**config.mk**
```make
export PLATFORM = sky130hd
export DESIGN_NAME = xlat_table_walker
export DESIGN_NICKNAME = d
export VERILOG_FILES = /design/src/rtl/xlat_pkg.sv /design/src/rtl/xlat_addr_gen.sv /design/src/rtl/xlat_desc_decode.sv /design/src/rtl/xlat_walk_ctrl.sv /design/src/rtl/xlat_table_walker.sv
export SDC_FILE = /design/constraint.sdc
export NUM_CORES = 1
export LEC_CHECK = 0
export ABC_AREA = 1
export BUFFER_PORTS_ARGS = -buffer_cell sky130_fd_sc_hd__buf_2
export CORE_ASPECT_RATIO = 2
export CORE_UTILIZATION = 35
export CTS_BUF_LIST = sky130_fd_sc_hd__clkbuf_8
export CTS_CLUSTER_DIAMETER = 50
export DETAILED_ROUTE_END_ITERATION = 12
export SYNTH_ARGS = -nofsm -noshare
export SYNTH_HDL_FRONTEND = slang
export SYNTH_SLANG_ARGS = --single-unit
```
**constraint.sdc**
```tcl
create_clock -name clk -period 2.3 [get_ports clk]
set_input_delay 0.23 -clock clk [delete_from_list [all_inputs] [get_ports clk]]
set_output_delay 0.23 -clock clk [all_outputs]
set_load 0.1 [all_outputs]
```
**src/rtl/xlat_pkg.sv**
```systemverilog
package xlat_pkg;

    localparam int VA_W   = 32;
    localparam int DOM_W  = 4;
    localparam int AP_W   = 2;
    localparam int FS_W   = 8;
    localparam int SUBPG  = 4;
    localparam int AP_LO  = 4;

    localparam int SECT_LO  = 20;
    localparam int LARGE_LO = 16;
    localparam int SMALL_LO = 12;
    localparam int TINY_LO  = 10;

    typedef logic [VA_W-1:0] word_t;

    typedef enum logic [2:0] {
        W_IDLE, W_L1_REQ, W_L1_WAIT, W_L2_REQ, W_L2_WAIT, W_DONE
    } walk_state_t;

    typedef enum logic [1:0] {
        PG_SECTION = 2'd0,
        PG_LARGE   = 2'd1,
        PG_SMALL   = 2'd2,
        PG_TINY    = 2'd3
    } page_kind_t;

    localparam logic [1:0] L1_NONE   = 2'd0;
    localparam logic [1:0] L1_COARSE = 2'd1;
    localparam logic [1:0] L1_SECT   = 2'd2;
    localparam logic [1:0] L1_FINE   = 2'd3;

    localparam logic [1:0] L2_NONE  = 2'd0;
    localparam logic [1:0] L2_LARGE = 2'd1;
    localparam logic [1:0] L2_SMALL = 2'd2;
    localparam logic [1:0] L2_TINY  = 2'd3;

    localparam logic [3:0] FC_MISS_L1 = 4'd5;
    localparam logic [3:0] FC_MISS_L2 = 4'd7;

    typedef struct packed {
        logic              ok;
        logic              need_l2;
        logic              fvalid;
        logic [FS_W-1:0]   fstat;
        page_kind_t        kind;
        word_t             paddr;
        logic [DOM_W-1:0]  domain;
        logic [AP_W-1:0]   access;
        word_t             tag;
    } walk_res_t;

    // Mask with ones from bit lo upwards
    function automatic word_t upper_mask(int unsigned lo);
        word_t m;
        m = {VA_W{1'b1}} << lo;
        return m;
    endfunction

    // Frame bits from a descriptor, offset bits from the address
    function automatic word_t splice(word_t frame, word_t va, int unsigned lo);
        return (frame & upper_mask(lo)) | (va & ~upper_mask(lo));
    endfunction

    function automatic word_t page_tag(word_t va, int unsigned lo);
        return va & upper_mask(lo);
    endfunction

    function automatic word_t l1_slot(word_t base, word_t va);
        return {base[31:14], va[31:20], 2'b00};
    endfunction

    function automatic word_t l2_slot(word_t d1, word_t va);
        if (d1[1:0] == L1_COARSE)
            return {d1[31:10], va[19:12], 2'b00};
        return {d1[31:12], va[19:10], 2'b00};
    endfunction

endpackage

```
**src/rtl/xlat_addr_gen.sv**
```systemverilog
module xlat_addr_gen
    import xlat_pkg::*;
(
    input  walk_state_t state,
    input  word_t       base,
    input  word_t       va,
    input  word_t       d1,
    output word_t       addr
);

    always_comb begin
        if (state == W_L2_REQ || state == W_L2_WAIT)
            addr = l2_slot(d1, va);
        else
            addr = l1_slot(base, va);
    end

endmodule

```
**src/rtl/xlat_desc_decode.sv**
```systemverilog
module xlat_desc_decode
    import xlat_pkg::*;
(
    input  word_t     va,
    input  word_t     d1,
    input  word_t     d2,
    input  logic      at_l2,
    output walk_res_t res
);

    logic [AP_W-1:0]  sub_ap [SUBPG];
    logic [DOM_W-1:0] dom;

    assign dom = d1[8:5];

    for (genvar g = 0; g < SUBPG; g++) begin : g_sub
        assign sub_ap[g] = d2[AP_LO + AP_W*g +: AP_W];
    end

    always_comb begin
        res        = '0;
        res.domain = dom;
        if (!at_l2) begin
            unique case (d1[1:0])
                L1_NONE: begin
                    res.fvalid = 1'b1;
                    res.fstat  = {4'h0, FC_MISS_L1};
                end
                L1_SECT: begin
                    res.ok     = 1'b1;
                    res.kind   = PG_SECTION;
                    res.paddr  = splice(d1, va, SECT_LO);
                    res.access = d1[11:10];
                    res.tag    = page_tag(va, SECT_LO);
                end
                default: res.need_l2 = 1'b1;
            endcase
        end else begin
            unique case (d2[1:0])
                L2_NONE: begin
                    res.fvalid = 1'b1;
                    res.fstat  = {dom, FC_MISS_L2};
                end
                L2_LARGE: begin
                    res.ok     = 1'b1;
                    res.kind   = PG_LARGE;
                    res.paddr  = splice(d2, va, LARGE_LO);
                    res.access = sub_ap[va[15:14]];
                    res.tag    = page_tag(va, SMALL_LO);
                end
                L2_SMALL: begin
                    res.ok     = 1'b1;
                    res.kind   = PG_SMALL;
                    res.paddr  = splice(d2, va, SMALL_LO);
                    res.access = sub_ap[va[11:10]];
                    res.tag    = page_tag(va, SMALL_LO);
                end
                default: begin
                    // tiny entries are legal only under a fine table
                    res.kind = PG_TINY;
                    if (d1[1:0] == L1_FINE) begin
                        res.ok     = 1'b1;
                        res.paddr  = splice(d2, va, TINY_LO);
                        res.access = sub_ap[0];
                        res.tag    = page_tag(va, TINY_LO);
                    end
                end
            endcase
        end
    end

endmodule

```
**src/rtl/xlat_walk_ctrl.sv**
```systemverilog
module xlat_walk_ctrl
    import xlat_pkg::*;
(
    input  logic        clk,
    input  logic        rst,
    input  logic        start,
    input  logic        rsp_valid,
    input  logic        need_l2,
    output walk_state_t state,
    output logic        mem_req,
    output logic        done,
    output logic        busy,
    output logic        cap_start,
    output logic        cap_l1,
    output logic        cap_res
);

    walk_state_t nxt;

    always_comb begin
        nxt = state;
        unique case (state)
            W_IDLE:    if (start) nxt = W_L1_REQ;
            W_L1_REQ:  nxt = W_L1_WAIT;
            W_L1_WAIT: if (rsp_valid) nxt = need_l2 ? W_L2_REQ : W_DONE;
            W_L2_REQ:  nxt = W_L2_WAIT;
            W_L2_WAIT: if (rsp_valid) nxt = W_DONE;
            W_DONE:    nxt = W_IDLE;
            default:   nxt = W_IDLE;
        endcase
    end

    always_ff @(posedge clk) begin
        if (rst) state <= W_IDLE;
        else     state <= nxt;
    end

    assign mem_req   = (state == W_L1_REQ) || (state == W_L2_REQ);
    assign done      = (state == W_DONE);
    assign busy      = (state != W_IDLE);
    assign cap_start = (state == W_IDLE) && start;
    assign cap_l1    = (state == W_L1_WAIT) && rsp_valid;
    assign cap_res   = ((state == W_L1_WAIT) && rsp_valid && !need_l2) ||
                       ((state == W_L2_WAIT) && rsp_valid);


    done_single_chk: assert property (@(posedge clk) disable iff (rst)
        done |=> !done);


    req_single_chk: assert property (@(posedge clk) disable iff (rst)
        mem_req |=> !mem_req);


    start_read_chk: assert property (@(posedge clk) disable iff (rst)
        cap_start |=> mem_req);

endmodule

```
**src/rtl/xlat_table_walker.sv**
```systemverilog
module xlat_table_walker
    import xlat_pkg::*;
#(
    parameter logic [31:0] PID_WINDOW = 32'h0200_0000
) (
    input  logic        clk,
    input  logic        rst,
    input  logic        start,
    input  logic [31:0] vaddr,
    input  logic        is_fetch,
    input  logic [31:0] table_base,
    input  logic [31:0] pid_offset,
    input  logic [7:0]  perm_status,
    output logic        mem_req,
    output logic [31:0] mem_addr,
    input  logic        mem_rsp_valid,
    input  logic [31:0] mem_rsp_data,
    output logic        busy,
    output logic        done,
    output logic        ok,
    output logic [1:0]  page_kind,
    output logic [31:0] paddr,
    output logic [3:0]  domain,
    output logic [1:0]  access,
    output logic [31:0] tag,
    output logic [7:0]  fault_status,
    output logic [31:0] fault_addr
);

    walk_state_t st;
    logic        cap_start, cap_l1, cap_res;
    word_t       va_q, base_q, d1_q, va_eff, d1_src;
    logic        fetch_q;
    walk_res_t   res_d, res_q;
    logic        perm_bad;

    assign va_eff   = (vaddr < PID_WINDOW) ? vaddr + pid_offset : vaddr;
    assign d1_src   = (st == W_L1_WAIT) ? mem_rsp_data : d1_q;
    assign perm_bad = (perm_status != '0);

    xlat_walk_ctrl u_ctrl (
        .clk       (clk),
        .rst       (rst),
        .start     (start),
        .rsp_valid (mem_rsp_valid),
        .need_l2   (res_d.need_l2),
        .state     (st),
        .mem_req   (mem_req),
        .done      (done),
        .busy      (busy),
        .cap_start (cap_start),
        .cap_l1    (cap_l1),
        .cap_res   (cap_res)
    );

    xlat_addr_gen u_agen (
        .state (st),
        .base  (base_q),
        .va    (va_q),
        .d1    (d1_q),
        .addr  (mem_addr)
    );

    xlat_desc_decode u_dec (
        .va    (va_q),
        .d1    (d1_src),
        .d2    (mem_rsp_data),
        .at_l2 (st == W_L2_WAIT),
        .res   (res_d)
    );

    always_ff @(posedge clk) begin
        if (rst) begin
            va_q         <= '0;
            base_q       <= '0;
            d1_q         <= '0;
            fetch_q      <= 1'b0;
            res_q        <= '0;
            fault_status <= '0;
            fault_addr   <= '0;
        end else begin
            if (cap_start) begin
                va_q    <= va_eff;
                base_q  <= table_base;
                fetch_q <= is_fetch;
            end
            if (cap_l1)  d1_q  <= mem_rsp_data;
            if (cap_res) res_q <= res_d;
            if (done && !fetch_q) begin
                if (res_q.fvalid) begin
                    fault_status <= res_q.fstat;
                    fault_addr   <= va_q;
                end else if (res_q.ok && perm_bad) begin
                    fault_status <= perm_status;
                    fault_addr   <= va_q;
                end
            end
        end
    end

    assign ok        = res_q.ok && !perm_bad;
    assign page_kind = res_q.kind;
    assign paddr     = res_q.paddr;
    assign domain    = res_q.domain;
    assign access    = res_q.access;
    assign tag       = res_q.tag;


    fault_hold_chk: assert property (@(posedge clk) disable iff (rst)
        !(done && !fetch_q) |=> ($stable(fault_status) && $stable(fault_addr)));


    busy_start_chk: assert property (@(posedge clk) disable iff (rst)
        (busy && start) |=> $stable(va_q));


    small_off_chk: assert property (@(posedge clk) disable iff (rst)
        (done && res_q.ok && res_q.kind == PG_SMALL) |-> (paddr[11:0] == va_q[11:0]));


    tag_page_chk: assert property (@(posedge clk) disable iff (rst)
        (done && res_q.ok) |-> (tag[31:20] == va_q[31:20]));

endmodule

```
==> results.py, run 1 <==
metrics = {
    "placed_design": {
        "io_buffers": 260,
        "place_congestion": 1.03,
        "place_hpwl_mm": 33.8,
        "placed_area_mm2": 0.0135,
    },
    "setup_path": {
        "cp.arrival_ns": 1.97,
        "cp_cell_sequence": "inv_2, nor3_4, a21oi_4, bufbuf_16, o21ai_4, buf_12",
        "worst-path-buf-inv": 3,
        "cp_data_required_time_ns": 2.07,
        "rrSetupSlack_ns": 0.21,
        "reg2reg_to": "res_q[76]",
        "max_stage_delay_ns": 0.39,
        "crit_slowest_cell": "dfxtp_4",
        "reg2reg_from": "u_ctrl.state[2]",
        "cp_num_cells": 6,
        "reg2regPathDepth": 9,
        "crit_fanout": 19,
        "path_class": "flop to output pin",
        "worstSetupStartpointType": "flop",
        "cp_top_family": "buffers and inverters",
        "cp-end-kind": "output pin",
    },
    "job": {
        "drv_cap": 0,
    },
    "yosys": {
        "synth_area_leader_cell": "dfxtp_1",
        "ys_ff_latch": 191,
        "synth_edf_count": 0,
        "ys_top_cells_by_area": "dfxtp_1 34%, nand2_1 14%, o21ai_0 9.5%",
        "synthArstFlopShare_pct": 0,
        "syn_area_per_cell_um2": 6.41,
        "synth_most_common_cell": "nand2_1",
        "ys.flop_type": "dfxtp_1",
        "netlist_top_cells_count": "426 x nand2_1, 221 x inv_1, 212 x o21ai_0",
        "synth-seq-area-share_pct": 34.1,
        "synth_cell_types": 39,
        "yosysTopAreaCellShare_pct": 34.1,
        "synth_area_mm2": 0.0112,
        "yosys_warnings": 0,
        "synth_cells": 1750,
    },
    "layout": {
        "multi_input_area_mm2": 0.00610,
        "nFillCells": 3370,
        "final_nets": 2150,
        "area_growth_pct": 28.2,
        "seq_area_mm2": 0.00383,
        "final_area_mm2": 0.0144,
        "drive_gt1_share_pct": 20.4,
    },
    "detailed_routing": {
        "vias": 11800,
        "wl_per_cell_um": 17.8,
        "drt_iter0_drc": 575,
        "firstDrtPassIters": 5,
        "viasPerCell": 4.91,
        "antenna_left": 0,
        "routed_wl_mm": 43.0,
        "drc_errors": 0,
    },
    "global_routing": {
        "antenna_found_initial": 3,
        "grt_pass1_wl_mm": 63.9,
        "grt_max_degree": 80,
        "grt_pass1_vias": 11600,
        "grtUsageTotal_pct": 26.4,
        "grt_overflow": 0,
    },
    "floorplanning": {
        "die_w_um": 129,
        "io_pins": 289,
        "num_rows": 92,
        "die-height_um": 255,
        "initial_core_util_pct": 35.5,
        "dieArea_mm2": 0.0328,
        "core_area_mm2": 0.0315,
    },
    "min_path": {
        "hold_end": "paddr[27]",
        "hold_class": "primary input to flop",
        "hold_start": "mem_rsp_data[27]",
        "min_delay_path_depth": 3,
    },
    "clocking": {
        "htreeDepth": 4,
        "cts_tree": "done",
        "clockBufferDepth": 2,
        "cts-root-buf": "clkbuf_8",
        "clk_pin_slew_worst_paths_ns": 0.10,
        "clk_latency_ns": 0.49,
        "clock_sinks": 191,
        "cts_buffers": 17,
    },
    "power_and_ir_drop": {
        "powerDensity_mw_per_mm2": 765,
        "vdd_drop_max_mv": 0.365,
        "p_leak_uw": 0.00713,
    },
    "sta": {
        "skew_ns": 0.0109,
        "setup_tns_ns": 0,
        "slew_headroom_pct": 60.5,
        "fmax_ghz": 0.455,
        "rsz0062_at_grt": "false",
        "fin_crit_sh_pct": 95.6,
        "min_period_ns": 2.20,
        "hold_viol_final": 0,
        "final_max_slew_viol_count": 0,
        "setup_violations": 0,
        "worst_pin_slew_ns": 0.593,
    },
    "outcome": {
        "status": "finished, final reports clean",
    },
}
-- repair_timing --
| item | 4_1_cts | 5_1_grt |
|---|---|---|
| hold endpoints to repair | 33 | 0 |
| gates cloned | 2 | 0 |
| setup endpoints to repair | 30 | 10 |
| hold buffers | 32 | 0 |
| resized for setup | 10 | 4 |
| setup buffers | 3 | 0 |
| pin swaps | 3 | 0 |
-- cell families (layout without fill, tap and decap cells) --
family          after synthesis  after routing  synth area share, %
flops                       191            191                 34.1
compound gates              417            417                 19.8
fa+ha+maj                    36             36                 4.09
other cells                   1             15               0.0335
simple gates                717            717                 25.6
buf+inv                     377            602                 15.4
xor+xnor                     11             11                0.859
-- layer usage --
metal | vias up | GRT usage, % | part of all wire, %
li1 | 5941 | - | -
met1 | 5426 | 23.7 | 34
met2 | 347 | 51.9 | 55
met3 | 119 | 3.70 | 3.6
met4 | 0 | 20.2 | 7.8
met5 | - | 0 | 0
-- sequential cells by signal (all words and copies together) (netlist names), 3 cells and up --
register / flops
paddr: 32
va_q: 32
d1_q: 28
u_ctrl.state: 3
res_q: 7
fault_addr: 32
fault_status: 8
domain: 4
tag: 22
base_q: 18
-- worst max path at each step --
stage / from / end / slack [ns]
2_1_floorplan: u_ctrl.state[0] / mem_addr[12] / 0.02
3_3_place_gp: vaddr[18] / va_q[23] / 0.09
5_1_grt: u_ctrl.state[0] / mem_addr[19] / 0.01
3_5_place_dp: vaddr[18] / va_q[23] / 0.09
6_report: u_ctrl.state[2] / mem_addr[21] / 0.10
4_1_cts: d1_q[0] / mem_addr[5] / 0.001
-- metrics by stage --
step           cells  setup slack [ns]  hold slack [ns]  total power, uW  util, %
2_1_floorplan   1761            0.0194            0.365             7170        -
3_3_place_gp    2340            0.0949            0.434             8540     42.9
3_5_place_dp    2340            0.0913            0.442             8570     42.9
4_1_cts         2409           0.00101          0.00321            11100     45.5
5_1_grt         2412            0.0127          0.00686            11500     45.6
6_report        2412             0.101           0.0233            11000     45.6
-- placed cells by master (no fill, tap or decap), types with 8 or more instances in the layout --
cell type,synthesis,routed
nor2_1,189,186
dlygate4sd3_1,0,32
a21oi_1,149,148
nor3_1,11,10
buf_12,0,39
nand3_1,65,65
dfxtp_1,191,187
nand2_1,426,423
o21ai_4,1,31
buf_2,16,230
a211oi_1,11,11
a31oi_1,8,8
clkbuf_8,0,20
xor2_1,11,11
inv_1,221,219
conb_1,1,12
ha_1,35,35
a21o_1,22,22
buf_4,77,45
o21ai_0,212,177
-- final cells by class --
class                      count  area share [%]
sequential                   191            26.7
clock inverter                12            1.03
antenna                        3          0.0522
multi-input combinational   1193            42.4
clock buffer                  20            1.92
timing repair buffer         348            18.4
inverter                     222            5.81
tap                          423            3.68
-- where the power goes --
group,internal [uW],leakage (uW),switching (uW)
combinational,1400,0.00536,3380
sequential,3610,0.00155,229
clock,1090,0.000214,1300
-- worst register-to-register path, stage by stage, from the launching register on --
cell and delay [ns]:
dfxtp_4 0.38, nor2_2 0.15, nand2_1 0.23, nor2_2 0.23, nand2_1 0.11, nand2_2 0.10, inv_1 0.04, buf_4 0.25
o21ai_0 0.43, a21oi_1 0.07
(Power assumes the default switching activity.)
==> inputs of run 2 (changes only) <==
clock period = 1.9 ns   (was 2.3 ns; I/O delays follow)
==> results.py, run 2 (synthesis results as in run 1) <==
metrics = {
    "setup_path": {
        "cp-end-kind": "output pin",
        "max_stage_delay_ns": 0.34,
        "rrSetupSlack_ns": -0.11,
        "crit_fanout": 6,
        "cp_cell_sequence": "buf_6, inv_4, nor3_4, a21oi_4, buf_12, buf_12, buf_8, o21ai_4, buf_12",
        "crit_path_frequent_cell": "buf_12",
        "worstSetupStartpointType": "flop",
        "crit_slowest_cell": "dfxtp_2",
        "cp.arrival_ns": 2.05,
        "path_class": "flop to output pin",
        "reg2reg_from": "u_ctrl.state[2]",
        "cp_data_required_time_ns": 1.71,
        "crit_start": "u_ctrl.state[2]",
    },
    "clocking": {
        "cts_buffers": 17,
        "clk_pin_slew_worst_paths_ns": 0.10,
        "cts-root-buf": "clkbuf_8",
        "clk_latency_ns": 0.50,
        "clockBufferDepth": 2,
        "cts_tree": "done",
        "clock_sinks": 191,
        "htreeDepth": 4,
    },
    "global_routing": {
        "grt_max_degree": 61,
        "grt_pass1_vias": 12200,
        "antenna_found_initial": 3,
        "grt_pass1_wl_mm": 65.5,
        "grt_overflow": 0,
        "grtUsageTotal_pct": 26.7,
    },
    "layout": {
        "final_core_util_pct": 51.4,
        "layout_commonest_cell": "nand2_1",
        "area_growth_pct": 44.6,
        "final_nets": 2288,
        "instances_no_fill": 2550,
        "drive_gt1_share_pct": 28.2,
        "layout_common_cells": "391 x nand2_1, 228 x buf_2, 214 x inv_1, 188 x dfxtp_1, 184 x nor2_1",
    },
    "placed_design": {
        "place_ws_ns": -0.174,
        "place_hpwl_mm": 34.1,
        "io_buffers": 260,
        "place_inst": 2435,
        "place_congestion": 0.991,
    },
    "sta": {
        "setup_ws_ns": -0.337,
        "fmax_ghz": 0.447,
        "setup_violations": 46,
        "min_period_ns": 2.24,
        "skew_ns": 0.0135,
        "rsz0062_at_grt": "true",
        "hold_viol_final": 0,
        "slew_headroom_pct": 56.0,
        "final_max_slew_viol_count": 0,
        "fin_crit_sh_pct": 118,
        "worst_pin_slew_ns": 0.661,
    },
    "detailed_routing": {
        "drc_errors": 0,
        "firstDrtPassIters": 7,
        "wl_per_cell_um": 17.8,
        "drt_iter0_drc": 729,
        "antenna_left": 0,
        "vias": 12600,
        "routed_wl_mm": 45.4,
        "viasPerCell": 4.92,
    },
    "floorplanning": {
        "dieArea_mm2": 0.0328,
        "die_w_um": 129,
        "initial_core_util_pct": 35.5,
        "io_pins": 289,
        "num_rows": 92,
        "core_area_mm2": 0.0315,
        "die-height_um": 255,
    },
    "power_and_ir_drop": {
        "switchingPower_uw": 6280,
        "p_leak_uw": 0.00795,
        "p_sw_share_pct": 44.0,
        "cellInternalPower_uw": 7990,
        "p_clk_share_pct": 21.1,
        "vdd_drop_max_mv": 0.459,
        "powerDensity_mw_per_mm2": 881,
        "pwr-share-seq_pct": 32.7,
        "power_frac_comb_pct": 46.2,
    },
    "min_path": {
        "hold_class": "primary input to flop",
        "hold_start": "mem_rsp_data[7]",
    },
    "outcome": {
        "status": "finished with violations",
        "violations": "setup timing",
    },
    "job": {
        "drv_cap": 0,
    },
}
-- run 2: cell count changes in the layout (fill, tap and decap cells not counted), moves of 16 or more --
cell and change:
buf_4 +87, o21ai_0 -33, nand2_1 -32, o21ai_1 +28
a21oi_1 -22, a21oi_2 +22, dlygate4sd3_1 +19, nand2_4 +16
-- run 2: worst max-delay path: cells and delay by family, from the launching register on --
kind            cells  cell delay, ns
buf+inv             6            0.74
flops               1            0.34
compound gates      2            0.26
simple gates        1            0.19
-- run 2: power by group through the flow --
stage / Combinational [uW] / Clock (uW) / Sequential, uW
5_1_grt: 6980 / 3220 / 4700
3_3_place_gp: 5990 / 0 / 4730
4_1_cts: 6260 / 3080 / 4660
3_5_place_dp: 6020 / 0 / 4730
6_report: 6600 / 3010 / 4670
2_1_floorplan: 4110 / 0 / 4630
-- run 2: timing repair --
action	4_1_cts	5_1_grt
pin swaps	6	34
resized for setup	31	115
setup buffers	12	9
hold buffers	51	0
hold endpoints to repair	63	0
gates cloned	1	10
endpoints found under the setup margin	67	115
-- run 2: worst paths after layout --
path,end,cells after the start
min,d1_q[7],3
max reg2reg,paddr[12],13
max,mem_addr[22],9
min reg2reg,d1_q[8],2
-- run 2: cell type report --
type	instances	area, um2
sequential	191	3830
multi-input combinational	1193	6520
timing repair buffer	486	4040
antenna	3	7.51
inverter	222	841
clock inverter	13	178
fill	3171	15300
tap	423	529
clock buffer	19	262
-- run 2: per-layer routing --
metal	vias up	part of all wire [%]	global-route usage (%)	wire length [um]
li1	6218	-	-	-
met1	5721	34	25.1	15300
met2	451	54	51.3	24500
met3	163	3.7	3.05	1690
met4	0	8.7	21.1	3960
met5	-	0	0	0
-- run 2: through the flow --
step | hold slack [ns] | cell area, um2 | setup TNS [ns] | total power, uW
2_1_floorplan | 0.325 | 11800 | -10.16 | 8740
3_3_place_gp | 0.417 | 14300 | -1.31 | 10700
3_5_place_dp | 0.420 | 14300 | -2.27 | 10800
4_1_cts | 0.00477 | 15500 | -14.38 | 14000
5_1_grt | 0.00922 | 16200 | -12.49 | 14900
6_report | 0.0279 | 16200 | -8.41 | 14300
==> inputs of run 3 (changes only) <==
CELL_PAD_IN_SITES_DETAIL_PLACEMENT = 1   (was not set)
CELL_PAD_IN_SITES_GLOBAL_PLACEMENT = 1   (was not set)
CORE_UTILIZATION = 34   (was 35)
PLACE_DENSITY = 0.89   (was not set)
==> results.py, run 3 (synthesis results as in run 1) <==
metrics = {
    "clocking": {
        "clockBufferDepth": 2,
        "clk_latency_ns": 0.50,
        "htreeDepth": 4,
        "clk_pin_slew_worst_paths_ns": 0.11,
        "cts_buffers": 17,
        "clock_sinks": 191,
        "cts-root-buf": "clkbuf_8",
        "cts_tree": "done",
    },
    "floorplanning": {
        "num_rows": 93,
        "initial_core_util_pct": 34.7,
        "die_w_um": 130,
        "dieArea_mm2": 0.0337,
        "die-height_um": 259,
        "io_pins": 289,
        "core_area_mm2": 0.0323,
    },
    "sta": {
        "min_period_ns": 2.19,
        "worst_pin_slew_ns": 0.632,
        "final_max_slew_viol_count": 0,
        "hold_ws_ns": 0.0426,
        "fmax_ghz": 0.457,
        "rsz0062_at_grt": "true",
        "setup_tns_ns": -7.48,
        "hold_viol_final": 0,
        "skew_ns": 0.0122,
        "fin_crit_sh_pct": 115,
        "setup_ws_ns": -0.290,
        "slew_headroom_pct": 57.8,
        "setup_violations": 35,
    },
    "global_routing": {
        "antenna_found_initial": 6,
        "globalRouteMet2Util_pct": 57.8,
        "grt_max_degree": 74,
        "grt_pass1_wl_mm": 77.5,
        "busiest_layer": "met2",
        "grtUsageTotal_pct": 30.9,
        "grt_util_met3_pct": 3.84,
        "grtUsageMet1_pct": 28.4,
        "grt_overflow": 0,
        "grt_pass1_vias": 14300,
    },
    "layout": {
        "nFillCells": 4220,
        "area_growth_pct": 40.2,
        "drive_gt1_share_pct": 25.8,
        "final_nets": 2267,
        "instances_no_fill": 2536,
        "layout_common_cells": "403 x nand2_1, 227 x buf_2, 214 x inv_1, 187 x dfxtp_1, 185 x nor2_1",
        "layout_commonest_cell": "nand2_1",
    },
    "placed_design": {
        "place_hpwl_mm": 37.8,
        "io_buffers": 260,
        "place_inst": 2432,
        "place_ws_ns": -0.194,
        "place_congestion": 1.00,
    },
    "detailed_routing": {
        "drt_iter0_drc": 632,
        "drc_errors": 0,
        "wl_per_cell_um": 20.9,
        "firstDrtPassIters": 5,
        "antenna_left": 0,
        "routed_wl_mm": 52.9,
        "vias": 13300,
        "viasPerCell": 5.25,
    },
    "setup_path": {
        "cp_data_required_time_ns": 1.71,
        "crit_fanout": 8,
        "cp.arrival_ns": 2.00,
        "worstSetupStartpointType": "flop",
        "cp-end-kind": "output pin",
        "path_class": "flop to output pin",
    },
    "power_and_ir_drop": {
        "vdd_drop_max_mv": 0.460,
        "p_leak_uw": 0.00776,
        "powerDensity_mw_per_mm2": 891,
    },
    "outcome": {
        "violations": "setup timing",
        "status": "finished with violations",
    },
    "min_path": {
        "hold_class": "primary input to flop",
    },
    "job": {
        "drv_cap": 0,
    },
}
==> run 3: cell count changes in the layout (fill, tap and decap cells not counted), moves of 4 or more <==
cell     previous run  this run
buf_8               6         1
buf_4             132       123
o21ai_4            35        31
nor3_1              2         6
nand2_4            16         6
o21ai_1            34        40
a21oi_2            22         4
nand2_1           391       403
a21oi_1           126       144
buf_16              1         7
buf_12             50        46
==> run 3: per-stage QoR <==
step	total power (uW)	instance area, um2	utilization, %
2_1_floorplan	8740	11800	-
3_3_place_gp	10600	14200	44.0
3_5_place_dp	10800	14200	44.0
4_1_cts	13800	15400	47.6
5_1_grt	14500	15700	48.6
6_report	14000	15700	48.6
==> run 3: area by class of cell <==
cell class	count	area, um2	area share (%)
inverters	222	842	5.36
well taps	427	534	3.40
clock buffers	18	248	1.58
diodes	6	15.0	0.0955
multi-input cells	1193	6270	39.9
clock inverters	14	125	0.796
flip-flops and latches	191	3830	24.4
repair buffers	465	3860	24.5
==> run 3: final timing paths <==
| check | from | end | slack [ns] | depth (start not counted) |
|---|---|---|---|---|
| max reg2reg | u_ctrl.state[2] | res_q[74] | -0.03 | 11 |
| min | mem_rsp_data[16] | d1_q[16] | 0.04 | 3 |
| max | u_ctrl.state[2] | mem_addr[6] | -0.29 | 7 |
| min reg2reg | d1_q[8] | d1_q[8] | 0.46 | 2 |
==> run 3: power by group <==
group          switching [uW]  total, uW  internal, uW
Clock                    1660       2650           985
Sequential                336       4700          4370
Combinational            4480       6650          2170
==> run 3: worst max-delay path, cell delays in order, from the launching register on <==
cell	delay [ns]
dfxtp_4	0.41
inv_4	0.05
nor3_4	0.23
a21oi_4	0.06
buf_12	0.17
buf_16	0.16
o21ai_4	0.21
buf_12	0.20
==> run 3: layer usage <==
| layer | share of wire, % | up-vias |
|---|---|---|
| met5 | 0 | - |
| li1 | - | 6169 |
| met3 | 3.8 | 237 |
| met2 | 53 | 532 |
| met1 | 33 | 6379 |
| met4 | 9.8 | 0 |
==> run 3: repair_timing <==
item | 4_1_cts | 5_1_grt
resized for setup | 32 | 59
pin swaps | 6 | 8
cloned | 6 | 3
setup endpoints to repair | 42 | 171
buffers inserted | 4 | 5
endpoints found under the hold margin | 59 | 0
hold buffers | 48 | 0
